<file path="config.mk">
export PLATFORM = sky130hd
export DESIGN_NAME = rmw_bytelane_ctrl
export DESIGN_NICKNAME = d
export VERILOG_FILES = /design/src/rtl/rmw_ctrl_pkg.sv /design/src/rtl/rmw_lane_merge.sv /design/src/rtl/rmw_sequencer.sv /design/src/rtl/rmw_bytelane_ctrl.sv
export SDC_FILE = /design/constraint.sdc
export NUM_CORES = 1
export LEC_CHECK = 0
export BUFFER_PORTS_ARGS = -buffer_cell sky130_fd_sc_hd__buf_2
export CAP_MARGIN = 15
export CORE_ASPECT_RATIO = 2
export CORE_MARGIN = 10
export CORE_UTILIZATION = 45
export CTS_CLUSTER_DIAMETER = 80
export DETAILED_ROUTE_END_ITERATION = 16
export GPL_TIMING_DRIVEN = 0
export PLACE_DENSITY_LB_ADDON = 0.1
export SLEW_MARGIN = 20
export SYNTH_ARGS = -nofsm -noshare
export SYNTH_HDL_FRONTEND = slang
export SYNTH_SLANG_ARGS = --single-unit
</file>
<file path="constraint.sdc">
create_clock -name clk -period 1.7 [get_ports clk]
set_clock_uncertainty 0.15 [all_clocks]
set_input_delay 0.255 -clock clk [delete_from_list [all_inputs] [get_ports clk]]
set_output_delay 0.255 -clock clk [all_outputs]
set_load 0.02 [all_outputs]
</file>
<file path="src/rtl/rmw_ctrl_pkg.sv">
package rmw_ctrl_pkg;
    // Phases of one access; every access walks all three busy phases.
    typedef enum logic [1:0] {
        PH_IDLE   = 2'd0,
        PH_ADDR   = 2'd1,  // address held to memory, memory fetching
        PH_MERGE  = 2'd2,  // fetched word available, combine lanes
        PH_COMMIT = 2'd3   // store combined word, acknowledge
    } rmw_phase_e;
endpackage

</file>
<file path="src/rtl/rmw_lane_merge.sv">
module rmw_lane_merge #(
    parameter int DATA_W = 32,
    parameter int LANE_W = 8,
    localparam int NUM_LANES = DATA_W / LANE_W
) (
    input  logic [DATA_W-1:0]    old_word,
    input  logic [DATA_W-1:0]    new_word,
    input  logic [NUM_LANES-1:0] lane_en,
    output logic [DATA_W-1:0]    merged
);
    for (genvar g = 0; g < NUM_LANES; g++) begin : g_lane
        // Each lane picks its source independently of the others.
        assign merged[g*LANE_W +: LANE_W] = lane_en[g] ? new_word[g*LANE_W +: LANE_W]
                                                       : old_word[g*LANE_W +: LANE_W];
    end
endmodule

</file>
<file path="src/rtl/rmw_sequencer.sv">
module rmw_sequencer
    import rmw_ctrl_pkg::*;
(
    input  logic       clk,
    input  logic       rst_n,
    input  logic       req_sel,
    output rmw_phase_e phase,
    output logic       accept,
    output logic       busy
);
    typedef struct packed {
        rmw_phase_e ph;
    } seq_state_t;

    seq_state_t st_d, st_q;

    always_comb begin
        st_d   = st_q;
        accept = 1'b0;
        unique case (st_q.ph)
            PH_IDLE: begin
                if (req_sel) begin
                    accept   = 1'b1;
                    st_d.ph  = PH_ADDR;
                end
            end
            PH_ADDR:   st_d.ph = PH_MERGE;
            PH_MERGE:  st_d.ph = PH_COMMIT;
            PH_COMMIT: st_d.ph = PH_IDLE;
            default:   st_d.ph = PH_IDLE;
        endcase
    end

    always_ff @(posedge clk or negedge rst_n) begin
        if (!rst_n) st_q <= '{ph: PH_IDLE};
        else        st_q <= st_d;
    end

    assign phase = st_q.ph;
    assign busy  = (st_q.ph != PH_IDLE);
endmodule

</file>
<file path="src/rtl/rmw_bytelane_ctrl.sv">
module rmw_bytelane_ctrl
    import rmw_ctrl_pkg::*;
#(
    parameter int ADDR_W = 10,
    parameter int DATA_W = 32,
    localparam int LANE_W = 8,
    localparam int NUM_LANES = DATA_W / LANE_W
) (
    input  logic                 clk,
    input  logic                 rst_n,
    input  logic                 bus_sel,
    input  logic                 bus_write,
    input  logic [ADDR_W-1:0]    bus_addr,
    input  logic [DATA_W-1:0]    bus_wdata,
    input  logic [NUM_LANES-1:0] bus_ben,
    output logic [DATA_W-1:0]    bus_rdata,
    output logic                 bus_ack,
    output logic [ADDR_W-1:0]    mem_addr,
    input  logic [DATA_W-1:0]    mem_rdata,
    output logic [DATA_W-1:0]    mem_wdata,
    output logic                 mem_we
);
    typedef struct packed {
        logic [ADDR_W-1:0]    addr;
        logic [DATA_W-1:0]    wdata;
        logic [NUM_LANES-1:0] ben;
        logic                 write;
        logic [DATA_W-1:0]    word;   // merged word (write) or fetched word (read)
    } dp_state_t;

    dp_state_t  dp_d, dp_q;
    rmw_phase_e phase;
    logic       accept;
    logic       seq_busy;
    logic [DATA_W-1:0] merged;

    rmw_sequencer u_seq (
        .clk    (clk),
        .rst_n  (rst_n),
        .req_sel(bus_sel),
        .phase  (phase),
        .accept (accept),
        .busy   (seq_busy)
    );

    rmw_lane_merge #(.DATA_W(DATA_W), .LANE_W(LANE_W)) u_merge (
        .old_word(mem_rdata),
        .new_word(dp_q.wdata),
        .lane_en (dp_q.ben),
        .merged  (merged)
    );

    always_comb begin
        dp_d = dp_q;
        if (accept) begin
            dp_d.addr  = bus_addr;
            dp_d.wdata = bus_wdata;
            dp_d.ben   = bus_ben;
            dp_d.write = bus_write;
        end
        if (phase == PH_MERGE) begin
            dp_d.word = dp_q.write ? merged : mem_rdata;
        end
    end

    always_ff @(posedge clk or negedge rst_n) begin
        if (!rst_n) dp_q <= '0;
        else        dp_q <= dp_d;
    end

    assign mem_addr  = dp_q.addr;
    assign mem_wdata = dp_q.word;
    assign mem_we    = (phase == PH_COMMIT) && dp_q.write;
    assign bus_ack   = (phase == PH_COMMIT);
    assign bus_rdata = dp_q.word;
endmodule

</file>
==> metrics.md <==
| Metric | Value |
|---|---|
| Status | `complete, no violations` |
| Vias in the first global route | `about 3700` |
| Placement Rows | `50` |
| Die area | `around 14000 um2` |
| Total gr overflow | `0` |
| Fmax | `about 600 MHz` |
| Synth cell types | `17` |
| DRC violations left | `0` |
| Worst-path clk slew | `0.06 ns` |
| Syn Std Cell Area | `~4300 um2` |
| Finished Core Util | `a little under two thirds` |
| Pwr dens | `between 2000 and 2500 nW/um2` |
| First-pass GRT wire length | `about 18000 um` |
| Flops & latches, synth | `between 80 and 90` |
| CTS tree | `built` |
| Die width | `about 89 um` |
| Cell taking the most area after synthesis | `dfrtp_1` |
| DR pass1 iterations | `4` |
| Dpl hpwl | `a little under 9000 um` |
| Clock latency on the worst-skew pair | `between 0.3 and 0.4 ns` |
| Pleak | `0.00302 uW` |
| Syn Area/Cell | `approximately 12 um2` |
| Sequential cell area | `2030 um2` |
| GP Congestion | `between 0.7 and 0.8` |
| Post-synth EDFFs | `0` |
| Fillers | `~800` |
| Initial DRC Count | `about 100` |
| Final setup viols | `0` |
| Area taken by multi-input logic gates | `between 1500 and 2000 um2` |
| Worst-path fanout max | `10` |
| Worst path bufs/invs | `3` |
| Count of final hold-check violations | `0` |
| Setup crit end kind | `register` |
| Post-synth top cells | `dfrtp_1, buf_4, nor2_1` |
| Syn_nets | `~450` |
| Initial antenna violation count | `0` |
| Worst-Margin Slew | `approximately 0.57 ns` |
| Clock Path Buffers | `2` |
| Share of cells above drive strength 1 | `around 62%` |
| Main flop type after synthesis | `dfrtp_1` |
| Core Area | `around 9300 um2` |
| CP required | `1.76 ns` |
| Max cap viols | `0` |
| Post-Layout Cell Count | `between 600 and 700` |
| Num CTS Buffers | `9` |
| DRT Wirelength | `about 11000 um` |
| Slowest cell on the critical path | `dfrtp_1` |
| Area contributors post-synth | `dfrtp_1, buf_4, mux2_4, a21bo_2, mux2_2` |
| Gate Count Post-Synth | `369` |
| I/O pins | `158` |
| Final max-slew violation count | `0` |
| Final nets | `around 660` |
| Top-count cell post-synth | `dfrtp_1` |
| Crit start category | `register` |
| Placed insts | `between 600 and 700` |
| Via count | `between 3000 and 4000` |
| Critical-path cell list | `inv_1 -> ha_2 -> nand2_2 -> buf_8 -> buf_12 -> mux2_4` |
| ANT nets after route | `0` |
| Max VDD drop | `1000 uV` |
| Crit Path Category | `register to register` |
| Die H | `~160 um` |
| Number of vias per cell | `roughly 4.8` |
| N_diodes | `0` |
| Ys Warns | `0` |
| Critical path arrival | `around 1.7 ns` |
| Port buffer count | `157` |
| Gr usage total | `16.5%` |
| Max H-tree Level | `3` |
| CTS sink cnt | `81` |
| Largest net degree at the start of global routing | `53` |
| Clock root buffer | `clkbuf_16` |
| Hold Path Class | `input pin to register` |
| RSZ-0062 raised after global routing | `yes` |
| Area share of the largest cell type after synthesis | `a little under half` |
| Share of flip-flops with an asynchronous set or reset | `100%` |
| Period utilization | `approximately 99%` |
| Area Overhead vs Synth | `39.0%` |
| Starting Density | `45.7%` |
| Post-layout power | `between 10000 and 15000 uW` |
| Drt wl/cell | `16.8 um` |
| CP delay by family, top | `flip-flops` |
| Slew margin rel. | `between 60% and 70%` |
| Seq/Total Area, Yosys | `a little under half` |
| Tmin final | `1.68 ns` |
| Critical Path Max Stage Delay | `~0.40 ns` |
-- placed cells by master (no fill, tap or decap) --
cell             n
dfrtp_1         81
buf_12           3
clkbuf_16        9
ha_1             1
buf_4           80
nand2_2          1
clkinv_4         1
clkbuf_2         3
nand3_1         32
clkinvlp_4       1
clkbuf_1         4
mux2_4          30
inv_1            2
a21oi_1          1
bufinv_16        1
buf_8            1
buf_16           1
mux2_2          18
and2_4           1
buf_6            4
nor2_1          34
clkinv_2         2
clkbuf_4         2
buf_2          167
dlygate4sd3_1   32
ha_2             2
or2b_1           1
a21bo_2         32
a31oi_1         32
-- per-layer routing --
layer / track usage [%] / share of wire, %
met2: 29.6 / 55
met5: 0 / 0
met4: 5.65 / 1.1
met1: 17.5 / 37
met3: 4.84 / 7.1
-- worst paths after layout --
path / startpoint / endpoint / slack [ns] / depth (start not counted)
min: bus_addr[9] / mem_addr[9]$_DFFE_PN0P_ / 0.01 / 2
max in group asynchronous: rst_n / dp_q[63]$_DFFE_PN0P_ / 0.56 / 3
min in group asynchronous: rst_n / bus_rdata[10]$_DFFE_PN0N_ / 0.24 / 2
max: u_seq.phase[0]$_DFFE_PN0P_ / dp_q[34]$_DFFE_PN0P_ / 0.02 / 6
min reg2reg: dp_q[66]$_DFFE_PN0P_ / dp_q[66]$_DFFE_PN0P_ / 0.35 / 1
max reg2reg: u_seq.phase[0]$_DFFE_PN0P_ / dp_q[34]$_DFFE_PN0P_ / 0.02 / 6
-- metrics by stage --
stage / worst slack (ns) / area [um2] / hold WS [ns] / setup TNS (ns)
after detailed placement: -0.103 / 5210 / 0.0665 / -3.56
after global routing: -0.0273 / 5930 / 0.00464 / -0.622
after CTS: -0.0366 / 5880 / 0.0000134 / -0.0366
after floorplan: 0.110 / 4260 / -0.191 / 0
final: 0.0242 / 5930 / 0.0105 / 0
after global placement: -0.445 / 5180 / 0.337 / -36.55
-- layout make-up --
cell class,count,share of cell area [%]
Timing Repair Buffer,194,19.8
Multi-Input combinational cell,185,25.8
Tap cell,104,2.20
Clock buffer,11,3.93
Buffer,101,12.9
Clock inverter,5,0.950
Sequential cell,81,34.2
Inverter,2,0.127
-- sequential cells by signal (all words and copies together), names as in the netlist --
name         flops
bus_rdata       32
dp_q            37
mem_addr        10
u_seq.phase      2
-- power breakdown --
group | switching (uW) | internal, uW | leakage (uW) | total, uW
logic | 3430 | 3530 | 0.00195 | 6960
registers | 642 | 2940 | 0.000933 | 3580
clock network | 767 | 1140 | 0.000139 | 1900
-- cell families after synthesis --
kind of cell / synth area share [%]
AND/OR/NAND/NOR: 7.16
buffers and inverters: 16.8
AO/OA/AOI/OAI: 12.3
adder cells (fa/ha/maj): 0.880
multiplexers: 15.3
flip-flops: 47.5
-- timing repair --
action                     CTS  global route
resized for setup           16            13
hold buffers                31             1
setup endpoints to repair   61            68
pin swaps                    0             0
buffers inserted             2             2
hold endpoints to repair    59             1
Note: power is estimated with default switching activity, not from simulation.
